<file path="src/rtl/remap_pkg.sv">
package remap_pkg;
  typedef enum logic {ROUTE_NORMAL = 1'b0, ROUTE_SPARE = 1'b1} route_e;

  function automatic int wmax(input int a, input int b);
    return (a > b) ? a : b;
  endfunction
endpackage

</file>
<file path="src/rtl/remap_entry_bank.sv">
module remap_entry_bank #(
  parameter int NSPARE = 5,
  parameter int SUB_W  = 4,
  parameter int ROW_W  = 6,
  parameter int IDX_W  = 3
) (
  input  logic                      clk,
  input  logic                      rst_n,
  input  logic                      wr_en,
  input  logic [IDX_W-1:0]          wr_idx,
  input  logic                      wr_vld,
  input  logic [SUB_W-1:0]          wr_sub,
  input  logic [ROW_W-1:0]          wr_row,
  output logic [NSPARE-1:0]         ent_vld,
  output logic [NSPARE*SUB_W-1:0]   ent_sub,
  output logic [NSPARE*ROW_W-1:0]   ent_row
);
  for (genvar g = 0; g < NSPARE; g++) begin : g_ent
    logic sel;
    assign sel = wr_en && (wr_idx == IDX_W'(g));
    always_ff @(posedge clk) begin
      if (!rst_n) begin
        ent_vld[g]                 <= 1'b0;
        ent_sub[g*SUB_W +: SUB_W]  <= '0;
        ent_row[g*ROW_W +: ROW_W]  <= '0;
      end else if (sel) begin
        ent_vld[g]                 <= wr_vld;
        ent_sub[g*SUB_W +: SUB_W]  <= wr_sub;
        ent_row[g*ROW_W +: ROW_W]  <= wr_row;
      end
    end
  end


  oob_write_chk: assert property (@(posedge clk) disable iff (!rst_n)
    (wr_en && int'(wr_idx) >= NSPARE) |=>
      ($stable(ent_vld) && $stable(ent_sub) && $stable(ent_row)));
endmodule

</file>
<file path="src/rtl/remap_match.sv">
module remap_match #(
  parameter int NSPARE = 5,
  parameter int SUB_W  = 4,
  parameter int ROW_W  = 6,
  parameter int IDX_W  = 3
) (
  input  logic [SUB_W-1:0]          q_sub,
  input  logic [ROW_W-1:0]          q_row,
  input  logic [NSPARE-1:0]         ent_vld,
  input  logic [NSPARE*SUB_W-1:0]   ent_sub,
  input  logic [NSPARE*ROW_W-1:0]   ent_row,
  output logic                      hit,
  output logic [IDX_W-1:0]          hit_idx
);
  logic [NSPARE-1:0] raw;

  for (genvar g = 0; g < NSPARE; g++) begin : g_cmp
    assign raw[g] = ent_vld[g]
                 && (ent_sub[g*SUB_W +: SUB_W] == q_sub)
                 && (ent_row[g*ROW_W +: ROW_W] == q_row);
  end

  // lowest index wins: scan downward so the last assignment is the smallest
  always_comb begin
    hit     = 1'b0;
    hit_idx = '0;
    for (int i = NSPARE - 1; i >= 0; i--) begin
      if (raw[i]) begin
        hit     = 1'b1;
        hit_idx = IDX_W'(i);
      end
    end
  end
endmodule

</file>
<file path="src/rtl/remap_dup_check.sv">
module remap_dup_check #(
  parameter int NSPARE = 5,
  parameter int SUB_W  = 4,
  parameter int ROW_W  = 6
) (
  input  logic                      clk,
  input  logic                      rst_n,
  input  logic [NSPARE-1:0]         ent_vld,
  input  logic [NSPARE*SUB_W-1:0]   ent_sub,
  input  logic [NSPARE*ROW_W-1:0]   ent_row,
  output logic                      dup
);
  localparam int NPAIR = (NSPARE * (NSPARE - 1)) / 2 + 1;
  logic [NPAIR-1:0] pair_eq;

  for (genvar i = 0; i < NSPARE; i++) begin : g_a
    for (genvar j = i + 1; j < NSPARE; j++) begin : g_b
      localparam int P = i * NSPARE - (i * (i + 1)) / 2 + (j - i - 1);
      assign pair_eq[P] = ent_vld[i] && ent_vld[j]
                       && (ent_sub[i*SUB_W +: SUB_W] == ent_sub[j*SUB_W +: SUB_W])
                       && (ent_row[i*ROW_W +: ROW_W] == ent_row[j*ROW_W +: ROW_W]);
    end
  end
  assign pair_eq[NPAIR-1] = 1'b0;

  assign dup = |pair_eq;


  dup_needs_two_chk: assert property (@(posedge clk) disable iff (!rst_n)
    dup |-> ($countones(ent_vld) >= 2));
endmodule

</file>
<file path="src/rtl/spare_row_remap.sv">
module spare_row_remap #(
  parameter int NSUB   = 8,
  parameter int ROWS   = 64,
  parameter int NSPARE = 5,
  localparam int SUB_W  = $clog2(NSUB + 1),
  localparam int ROW_W  = (ROWS > 1) ? $clog2(ROWS) : 1,
  localparam int IDX_W  = (NSPARE > 1) ? $clog2(NSPARE) : 1,
  localparam int OROW_W = remap_pkg::wmax(ROW_W, IDX_W)
) (
  input  logic              clk,
  input  logic              rst_n,
  input  logic              in_valid,
  output logic              in_ready,
  input  logic [SUB_W-1:0]  in_sub,
  input  logic [ROW_W-1:0]  in_row,
  output logic              out_valid,
  input  logic              out_ready,
  output logic [SUB_W-1:0]  out_sub,
  output logic [OROW_W-1:0] out_row,
  output logic              out_hit,
  input  logic              cfg_we,
  input  logic [IDX_W-1:0]  cfg_idx,
  input  logic              cfg_valid,
  input  logic [SUB_W-1:0]  cfg_sub,
  input  logic [ROW_W-1:0]  cfg_row,
  output logic              dup_err
);
  import remap_pkg::*;

  logic [NSPARE-1:0]       ent_vld;
  logic [NSPARE*SUB_W-1:0] ent_sub;
  logic [NSPARE*ROW_W-1:0] ent_row;
  logic                    m_hit;
  logic [IDX_W-1:0]        m_idx;
  route_e                  route;
  logic [SUB_W-1:0]        nx_sub;
  logic [OROW_W-1:0]       nx_row;
  logic                    take;

  remap_entry_bank #(.NSPARE(NSPARE), .SUB_W(SUB_W), .ROW_W(ROW_W), .IDX_W(IDX_W)) u_bank (
    .clk(clk), .rst_n(rst_n), .wr_en(cfg_we), .wr_idx(cfg_idx), .wr_vld(cfg_valid),
    .wr_sub(cfg_sub), .wr_row(cfg_row),
    .ent_vld(ent_vld), .ent_sub(ent_sub), .ent_row(ent_row));

  remap_match #(.NSPARE(NSPARE), .SUB_W(SUB_W), .ROW_W(ROW_W), .IDX_W(IDX_W)) u_match (
    .q_sub(in_sub), .q_row(in_row),
    .ent_vld(ent_vld), .ent_sub(ent_sub), .ent_row(ent_row),
    .hit(m_hit), .hit_idx(m_idx));

  remap_dup_check #(.NSPARE(NSPARE), .SUB_W(SUB_W), .ROW_W(ROW_W)) u_dup (
    .clk(clk), .rst_n(rst_n),
    .ent_vld(ent_vld), .ent_sub(ent_sub), .ent_row(ent_row),
    .dup(dup_err));

  assign route    = m_hit ? ROUTE_SPARE : ROUTE_NORMAL;
  assign in_ready = !out_valid || out_ready;
  assign take     = in_valid && in_ready;

  always_comb begin
    if (route == ROUTE_SPARE) begin
      nx_sub = SUB_W'(NSUB);
      nx_row = OROW_W'(m_idx);
    end else begin
      nx_sub = in_sub;
      nx_row = OROW_W'(in_row);
    end
  end

  always_ff @(posedge clk) begin
    if (!rst_n) begin
      out_valid <= 1'b0;
      out_sub   <= '0;
      out_row   <= '0;
      out_hit   <= 1'b0;
    end else if (take) begin
      out_valid <= 1'b1;
      out_sub   <= nx_sub;
      out_row   <= nx_row;
      out_hit   <= (route == ROUTE_SPARE);
    end else if (out_ready) begin
      out_valid <= 1'b0;
    end
  end


  stall_hold_chk: assert property (@(posedge clk) disable iff (!rst_n)
    (out_valid && !out_ready) |=>
      (out_valid && $stable(out_sub) && $stable(out_row) && $stable(out_hit)));


  accept_to_out_chk: assert property (@(posedge clk) disable iff (!rst_n)
    take |=> out_valid);


  hit_to_spare_chk: assert property (@(posedge clk) disable iff (!rst_n)
    (out_valid && out_hit) |-> (out_sub == SUB_W'(NSUB)));


  miss_passthru_chk: assert property (@(posedge clk) disable iff (!rst_n)
    (take && !m_hit) |=>
      (!out_hit && out_sub == $past(in_sub) && out_row == OROW_W'($past(in_row))));


  hit_needs_valid_chk: assert property (@(posedge clk) disable iff (!rst_n)
    m_hit |-> ent_vld[m_idx]);
endmodule

</file>
<file path="config.mk">
export PLATFORM = sky130hd
export DESIGN_NAME = spare_row_remap
export DESIGN_NICKNAME = d
export VERILOG_FILES = /design/src/rtl/remap_pkg.sv /design/src/rtl/remap_entry_bank.sv /design/src/rtl/remap_match.sv /design/src/rtl/remap_dup_check.sv /design/src/rtl/spare_row_remap.sv
export SDC_FILE = /design/constraint.sdc
export NUM_CORES = 1
export LEC_CHECK = 0
export ABC_CLOCK_PERIOD_IN_PS = 4600
export BUFFER_PORTS_ARGS = -buffer_cell sky130_fd_sc_hd__buf_4
export CAP_MARGIN = 15
export CORE_UTILIZATION = 35
export DETAILED_ROUTE_END_ITERATION = 6
export PLACE_DENSITY = 0.58
export SYNTH_ARGS = -nofsm -noshare
export SYNTH_HDL_FRONTEND = slang
export SYNTH_SLANG_ARGS = --single-unit
export TNS_END_PERCENT = 100
</file>
<file path="constraint.sdc">
create_clock -name clk -period 4.6 [get_ports clk]
set_input_delay 0.23 -clock clk [delete_from_list [all_inputs] [get_ports clk]]
set_output_delay 0.23 -clock clk [all_outputs]
set_load 0.005 [all_outputs]
</file>
==> implementation parameters, run 1 <==
Parameter                              Value

Pwr
  Share of power burned in the clock network ... 47.0%
  Net load switching power ... 0.402 mW
  LEAKAGE ... 1.68 nW
  Sw frac ... 26.1%
  Design internal power ... 1.14 mW
  Ratio of total power to cell area ... 303 mW/mm^2
  Comb power frac ... 11.9%
  Max VDD drop ... 0.000168 V
  Flop pwr share ... 41.1%

Finish
  Non-filler cells, final ... 730
  Net total in the final layout ... 582
  Post-route standard cell area excluding fillers ... 0.00509 mm^2
  Area grow syn2layout ... 10.3%
  Ratio of cells with drive above 1 in the final layout ... 13.3%
  Final core area utilization ... 40.0%
  ANT cells ... 0

Timing
  Least-Margin Pin Slew ... 0.788 ns
  Final clock period utilization by the worst path ... 52.0%
  Total of endpoints with negative setup slack in the final report ... 0
  Final hold violations ... 0
  Time the worst path needs with I/O delays and setup ... 2.39 ns
  Final-report max-slew violation count ... 0
  Max-slew headroom ... 47.3%
  Maximum operating frequency ... 418 MHz
  Total negative slack for setup checks ... 0 ns
  Unrepaired setup endpoints after global routing ... false
  Layout Skew ... 0.00579 ns

Setup path
  Critical Path Start ... u_bank.ent_sub[6]$_SDFFE_PN0P_
  Maximum fanout encountered on the critical timing path ... 6
  Critical Path Max Stage Delay ... 0.55 ns
  Crit path required time ... 4.37 ns
  Buffers and inverters on the worst path ... 1
  Critical path's slowest cell ... sky130_fd_sc_hd__dfxtp_1
  CP top delay family ... simple AND/OR/NAND/NOR gates
  Worst flop-to-flop path startpoint ... u_bank.ent_row[8]$_SDFFE_PN0P_
  CP Capture Type ... primary output
  Startpoint type of the worst setup path ... flop
  Arr. time, crit path ... 2.16 ns
  Cell-by-cell listing of the critical path ... xnor2_1, nand4_1, nor4_1, nand4_1, nand4_1, or3_1, buf_4
  Class of the most critical setup path ... reg2out
  CP most frequent cell ... sky130_fd_sc_hd__nand4_1

Synthesis
  Mapped Nets ... 607
  Syn avg cell area ... 7.98 um^2
  Top cell type by total area after synthesis ... sky130_fd_sc_hd__dfxtp_1
  Top cells by area, synth ... sky130_fd_sc_hd__dfxtp_1 29%, sky130_fd_sc_hd__xnor2_1 23%, sky130_fd_sc_hd__nand2_1 9.5%
  Register area share after synthesis ... 29.1%
  Most instantiated cells after synthesis ... 120 x sky130_fd_sc_hd__xnor2_1, 117 x sky130_fd_sc_hd__nand2_1, 67 x sky130_fd_sc_hd__dfxtp_1, 56 x sky130_fd_sc_hd__a21boi_0, 44 x sky130_fd_sc_hd__clkbuf_1
  Count of warnings emitted by yosys ... 0
  Most repeated cell in the gate-level netlist after synthesis ... sky130_fd_sc_hd__xnor2_1
  Number of distinct library cell variants in the gate-level netlist after synthesis ... 39
  Portion of synthesized cell area occupied by the leading cell type ... 29.1%
  Combined area of all synthesized cells ... 0.00461 mm^2
  Yosys reg bits ... 67
  Gate count of the mapped netlist ... 578
  Most common flop cell mapped by yosys ... sky130_fd_sc_hd__dfxtp_1
  Number of synthesized flops with an enable pin ... 0
  Share of synthesized registers carrying an async set or reset ... 0%

Global route
  Global-route met3 utilization ... 4.84%
  Vias in the first global route ... 3,960
  Global Route met2 Usage ... 37.7%
  Gr ovfl total ... 0
  Global-route wire length before repair ... 22.8 mm
  GRT Resource Usage Total ... 23.1%
  Busiest grt layer ... met2
  Maximum number of pins on one net before global-route repair ... 62
  Global routing met1 resource utilization ... 29.7%
  Initial antenna violation count ... 0

Placed design
  I/O Buffers ... 42
  Weighted congestion at the end of routability-driven global placement ... 0.959
  Placed cells ... 714
  Placed wire-length estimate after detailed placement ... 10.9 mm
  Post-detailed-placement cell area ... 0.00477 mm^2

Drt
  Wire length per cell after detailed routing ... 20.0 um
  Number of DRC violations after detailed routing ... 0
  Count of vias placed by the detailed router ... 3,887
  Mean number of vias per cell ... 5.32
  Residual antenna-violating net count after detailed routing ... 0
  Initial DRC Count ... 266
  Total Routed Length ... 14.6 mm
  Detailed-routing iteration count for the pre-antenna-repair pass ... 4

Clocking
  Count of hold-fix buffers inserted at cts ... 0
  Clock insertion delay at the later pin of the skew report ... 0.34 ns
  Worst-case clock buffer depth ... 2
  Master cell of the clock root buffer ... sky130_fd_sc_hd__clkbuf_16
  Clock-pin transition on the worst setup and hold timing paths ... 0.06 ns
  PostCTS Resize Cnt ... 0
  Sinks on Clock Net ... 67
  TritonCTS clock tree ... built
  Cts bufs inserted ... 9
  Total setup buffers inserted after CTS ... 0
  H-Tree Level Count ... 3

Min path
  Path category of the worst min-delay check ... in2reg
  Min-delay src ... in_valid

Die
  Initial core utilization ... 36.2%
  Die Y ... 117 um
  I/O pins ... 43
  Horiz. Die Dim ... 117 um
  Core region area ... 0.0127 mm^2
  Number of standard-cell rows in the floorplan ... 41
  Full die area ... 0.0136 mm^2

Job
  Max Cap Viol ... 0

Status
  Result of the run ... finished clean
==> cells by family (layout without fill, tap and decap cells) <==
family / count (synthesis) / count (layout) / synth area share (%)
xor+xnor: 150 / 150 / 29.0
flops: 67 / 67 / 29.1
buf+inv: 80 / 60 / 8.14
compound gates: 71 / 71 / 11.9
simple gates: 210 / 210 / 21.9
==> power by group through the flow <==
stage | clock network [mW] | registers (mW) | logic [mW]
2_1_floorplan | 0 | 0.616 | 0.144
5_1_grt | 0.760 | 0.634 | 0.201
3_3_place_gp | 0 | 0.644 | 0.182
3_5_place_dp | 0 | 0.644 | 0.183
4_1_cts | 0.731 | 0.631 | 0.184
6_report | 0.724 | 0.632 | 0.184
==> sequential cells by signal (all words and copies together), names as in the netlist <==
register,count
out_row,6
out_sub,4
u_bank.ent_sub,20
u_bank.ent_vld,5
u_bank.ent_row,30
out_valid,1
out_hit,1
==> cell usage in the layout, fill, tap and decap left out, drive strengths merged, types with 4 or more instances in the layout <==
cell / netlist / routed
nand3: 17 / 17
a21boi: 56 / 56
nor3: 6 / 6
and3: 4 / 4
dfxtp: 67 / 67
nor4: 11 / 11
clkbuf: 44 / 11
buf: 34 / 42
xor2: 27 / 27
a22o: 7 / 7
xnor2: 123 / 123
nand4: 36 / 36
nand2: 117 / 117
and2: 5 / 5
==> layout make-up <==
cell class | count | area (um^2)
well taps | 172 | 215
clock buffers | 11 | 253
multi-input cells | 431 | 2890
flip-flops and latches | 67 | 1340
clock inverters | 5 | 61.3
fillers | 1304 | 7630
repair buffers | 42 | 315
inverters | 2 | 7.51
==> worst reg2reg max path, cell delays in order (launching register included) <==
cell	delay [ns]
sky130_fd_sc_hd__dfxtp_1	0.54
sky130_fd_sc_hd__xnor2_1	0.17
sky130_fd_sc_hd__nand4_1	0.17
sky130_fd_sc_hd__or3_4	0.38
sky130_fd_sc_hd__and3_4	0.20
sky130_fd_sc_hd__and2_4	0.18
sky130_fd_sc_hd__a221o_1	0.34
==> per-stage QoR <==
stage	total power, mW	hold WS (ns)	setup WS (ns)
floorplan	0.760	0.369	2.68
global placement	0.825	0.461	2.53
detailed placement	0.827	0.465	2.52
CTS	1.55	0.152	2.20
global route	1.59	0.171	2.13
finish	1.54	0.154	2.21
==> final timing paths <==
check / end / slack, ns / cells after the start
worst max register to register: out_row[0]$_SDFFE_PN0P_ / 2.51 / 6
worst min register to register: out_row[3]$_SDFFE_PN0P_ / 0.48 / 1
worst max-delay path: dup_err / 2.21 / 7
worst min-delay path: out_valid$_SDFFE_PN0P_ / 0.15 / 3
==> metal layers <==
metal  share of wire [%]  wire length (um)
met1                  44              6380
met4                 2.6               384
met5                   0                 0
met2                  47              6920
met3                 6.2               912
(Power assumes the default switching activity.)
==> run 2, diff against run 1 <==
Settings changed: ABC_AREA from default to 1, ABC_CLOCK_PERIOD_IN_PS 4600 to 2400.
Clock period 4.6 ns to 2.4 ns, I/O delays scaled along.
==> run 2 against run 1 <==
Against the previous run: setup slack worse by 2.1 ns; non-clock buffer count rose by 16; core utilization increased by 1.2 points; combinational power grew to 3.1 times the previous value; sequential power rose by 98%; via count rose by 39%; die area is 2.2% higher; register-to-register slack got worse by 2.1 ns; critical path type unchanged.
==> implementation parameters, run 2 <==
Parameter                              Value

Status
  Result of the run ... finished clean

Job
  Max Cap Viol ... 0

Global route
  Gr ovfl total ... 0
  Maximum number of pins on one net before global-route repair ... 65
  Vias in the first global route ... 5,242
  Global-route wire length before repair ... 32.7 mm
  GRT Resource Usage Total ... 32.1%
  Initial antenna violation count ... 0

Drt
  Number of DRC violations after detailed routing ... 0
  Total Routed Length ... 21.8 mm
  Residual antenna-violating net count after detailed routing ... 0
  Detailed-routing iteration count for the pre-antenna-repair pass ... 5
  Mean number of vias per cell ... 5.73
  Wire length per cell after detailed routing ... 23.1 um
  Initial DRC Count ... 454
  Count of vias placed by the detailed router ... 5,418

Setup path
  Critical Path Max Stage Delay ... 0.47 ns
  Critical path's slowest cell ... sky130_fd_sc_hd__nor4_1
  Buffers and inverters on the worst path ... 2
  Maximum fanout encountered on the critical timing path ... 7
  Crit path required time ... 2.28 ns
  Class of the most critical setup path ... reg2out
  Arr. time, crit path ... 2.19 ns
  Startpoint type of the worst setup path ... flop
  CP Capture Type ... primary output
  CP top delay family ... simple AND/OR/NAND/NOR gates
  Cell-by-cell listing of the critical path ... inv_1, o22ai_1, nor4_1, nand3_1, nand2_1, nor2_1, nand4_1, buf_4

Clocking
  H-Tree Level Count ... 3
  Clock insertion delay at the later pin of the skew report ... 0.35 ns
  Master cell of the clock root buffer ... sky130_fd_sc_hd__clkbuf_16
  Sinks on Clock Net ... 67
  Clock-pin transition on the worst setup and hold timing paths ... 0.06 ns
  TritonCTS clock tree ... built
  Count of hold-fix buffers inserted at cts ... 0
  Cts bufs inserted ... 9
  Worst-case clock buffer depth ... 2

Placed design
  Post-detailed-placement cell area ... 0.00508 mm^2
  Weighted congestion at the end of routability-driven global placement ... 1.03
  Placed cells ... 927
  Placed wire-length estimate after detailed placement ... 16.5 mm
  I/O Buffers ... 42
  DP Worst Slack ... 0.397 ns

Timing
  Least-Margin Pin Slew ... 0.716 ns
  Final-report max-slew violation count ... 0
  Unrepaired setup endpoints after global routing ... false
  Layout Skew ... 0.00507 ns
  Time the worst path needs with I/O delays and setup ... 2.31 ns
  Total negative slack for setup checks ... 0 ns
  Max-slew headroom ... 52.2%
  Worst-case setup margin in the final layout ... 0.0943 ns
  Final Hold Slack ... 0.0310 ns
  Final hold violations ... 0
  Maximum operating frequency ... 434 MHz
  Final clock period utilization by the worst path ... 96.1%
  Total of endpoints with negative setup slack in the final report ... 0

Synthesis
  Combined area of all synthesized cells ... 0.00471 mm^2
  Most common flop cell mapped by yosys ... sky130_fd_sc_hd__dfxtp_1
  Yosys reg bits ... 67
  Number of distinct library cell variants in the gate-level netlist after synthesis ... 33
  Top cell type by total area after synthesis ... sky130_fd_sc_hd__dfxtp_1
  Count of warnings emitted by yosys ... 0
  Number of synthesized flops with an enable pin ... 0
  Most instantiated cells after synthesis ... 178 x sky130_fd_sc_hd__nand2_1, 69 x sky130_fd_sc_hd__o21ai_0, 67 x sky130_fd_sc_hd__dfxtp_1, 64 x sky130_fd_sc_hd__inv_1, 63 x sky130_fd_sc_hd__a21oi_1
  Gate count of the mapped netlist ... 748
  Top cells by area, synth ... sky130_fd_sc_hd__dfxtp_1 28%, sky130_fd_sc_hd__nand2_1 14%, sky130_fd_sc_hd__o21ai_0 7.3%
  Most repeated cell in the gate-level netlist after synthesis ... sky130_fd_sc_hd__nand2_1
  Syn avg cell area ... 6.30 um^2
  Portion of synthesized cell area occupied by the leading cell type ... 28.5%
  Register area share after synthesis ... 28.5%
  Share of synthesized registers carrying an async set or reset ... 0%
  Mapped Nets ... 777

Pwr
  LEAKAGE ... 2.43 nW
  Max VDD drop ... 0.000339 V
  Comb power frac ... 17.4%
  Sw frac ... 31.4%
  Design internal power ... 2.21 mW
  Total Power Consumption ... 3.22 mW
  Net load switching power ... 1.01 mW
  Share of power burned in the clock network ... 43.8%
  Ratio of total power to cell area ... 593 mW/mm^2
  Flop pwr share ... 38.8%

Die
  I/O pins ... 43
  Number of standard-cell rows in the floorplan ... 42
  Initial core utilization ... 35.7%
  Core region area ... 0.0132 mm^2
  Full die area ... 0.0139 mm^2
  Horiz. Die Dim ... 118 um
  Die Y ... 118 um

Finish
  ANT cells ... 0
  Ratio of cells with drive above 1 in the final layout ... 14.3%
  Final core area utilization ... 41.2%
  Max reg flops ... 30
  Area grow syn2layout ... 15.2%
  Post-route standard cell area excluding fillers ... 0.00543 mm^2
  Commonest non-fill, non-tap cell in the layout ... sky130_fd_sc_hd__nand2_1
  Register name with the most flops ... u_bank.ent_row
  Top library cells by usage in the layout, fill and taps aside ... 178 x sky130_fd_sc_hd__nand2_1, 69 x sky130_fd_sc_hd__o21ai_0, 64 x sky130_fd_sc_hd__dfxtp_1, 63 x sky130_fd_sc_hd__inv_1, 63 x sky130_fd_sc_hd__a21oi_1
  Leading registers by flop count ... u_bank.ent_row: 30 flops, u_bank.ent_sub: 20 flops, out_row: 6 flops
  Net total in the final layout ... 793
  Non-filler cells, final ... 945

Min path
  Path category of the worst min-delay check ... in2reg
-- run 2: final timing paths --
kind                                                       from                              to  slack, ns  cells past startpoint
worst max-delay path            u_bank.ent_row[19]$_SDFFE_PN0P_                         dup_err       0.09                      8
worst min-delay path                                  cfg_valid  u_bank.ent_vld[0]$_SDFFE_PN0P_       0.03                      3
worst max register to register  u_bank.ent_row[22]$_SDFFE_PN0P_         out_row[0]$_SDFFE_PN0P_       0.46                     12
worst min register to register             out_hit$_SDFFE_PN0P_            out_hit$_SDFFE_PN0P_       0.47                      2
-- run 2: per-layer routing --
layer | vias to the layer above | part of all wire (%) | GRT usage, %
met4 | 0 | 4.9 | 18.3
met5 | - | 0 | 0
met3 | 71 | 8.9 | 6.15
li1 | 2496 | - | -
met1 | 2511 | 42 | 42.0
met2 | 340 | 44 | 49.2
-- run 2: area by class of cell --
class | instances | area, um^2
clock inverters | 6 | 71.3
flip-flops and latches | 67 | 1350
inverters | 80 | 307
clock buffers | 10 | 239
well taps | 176 | 220
fillers | 1441 | 7760
repair buffers | 58 | 435
multi-input cells | 548 | 2810
-- run 2: cell families (layout without fill, tap and decap cells) --
| family | Yosys count | count (layout) | synth area share (%) |
|---|---|---|---|
| AND/OR/NAND/NOR | 324 | 324 | 29.9 |
| flip-flops | 67 | 67 | 28.5 |
| buffers and inverters | 133 | 154 | 12.1 |
| XOR/XNOR | 52 | 52 | 9.67 |
| AO/OA/AOI/OAI | 172 | 172 | 19.8 |
-- run 2: repair_timing --
action / CTS / global route
hold endpoints to repair: 0 / 0
gates resized for setup: 1 / 6
gates cloned: 0 / 0
setup buffers: 0 / 2
setup endpoints to repair: 1 / 1
-- run 2: power by group through the flow --
stage / Clock [mW] / Combinational, mW / Sequential [mW]
after floorplan: 0 / 0.367 / 1.21
after global placement: 0 / 0.541 / 1.27
after detailed placement: 0 / 0.541 / 1.27
after CTS: 1.44 / 0.544 / 1.24
after global routing: 1.48 / 0.605 / 1.25
final: 1.41 / 0.562 / 1.25
-- run 2: tightest hold or removal path: stages --
cell	delay, ns
sky130_fd_sc_hd__buf_4	0.11
sky130_fd_sc_hd__nor2_1	0.04
sky130_fd_sc_hd__nor2_1	0.08
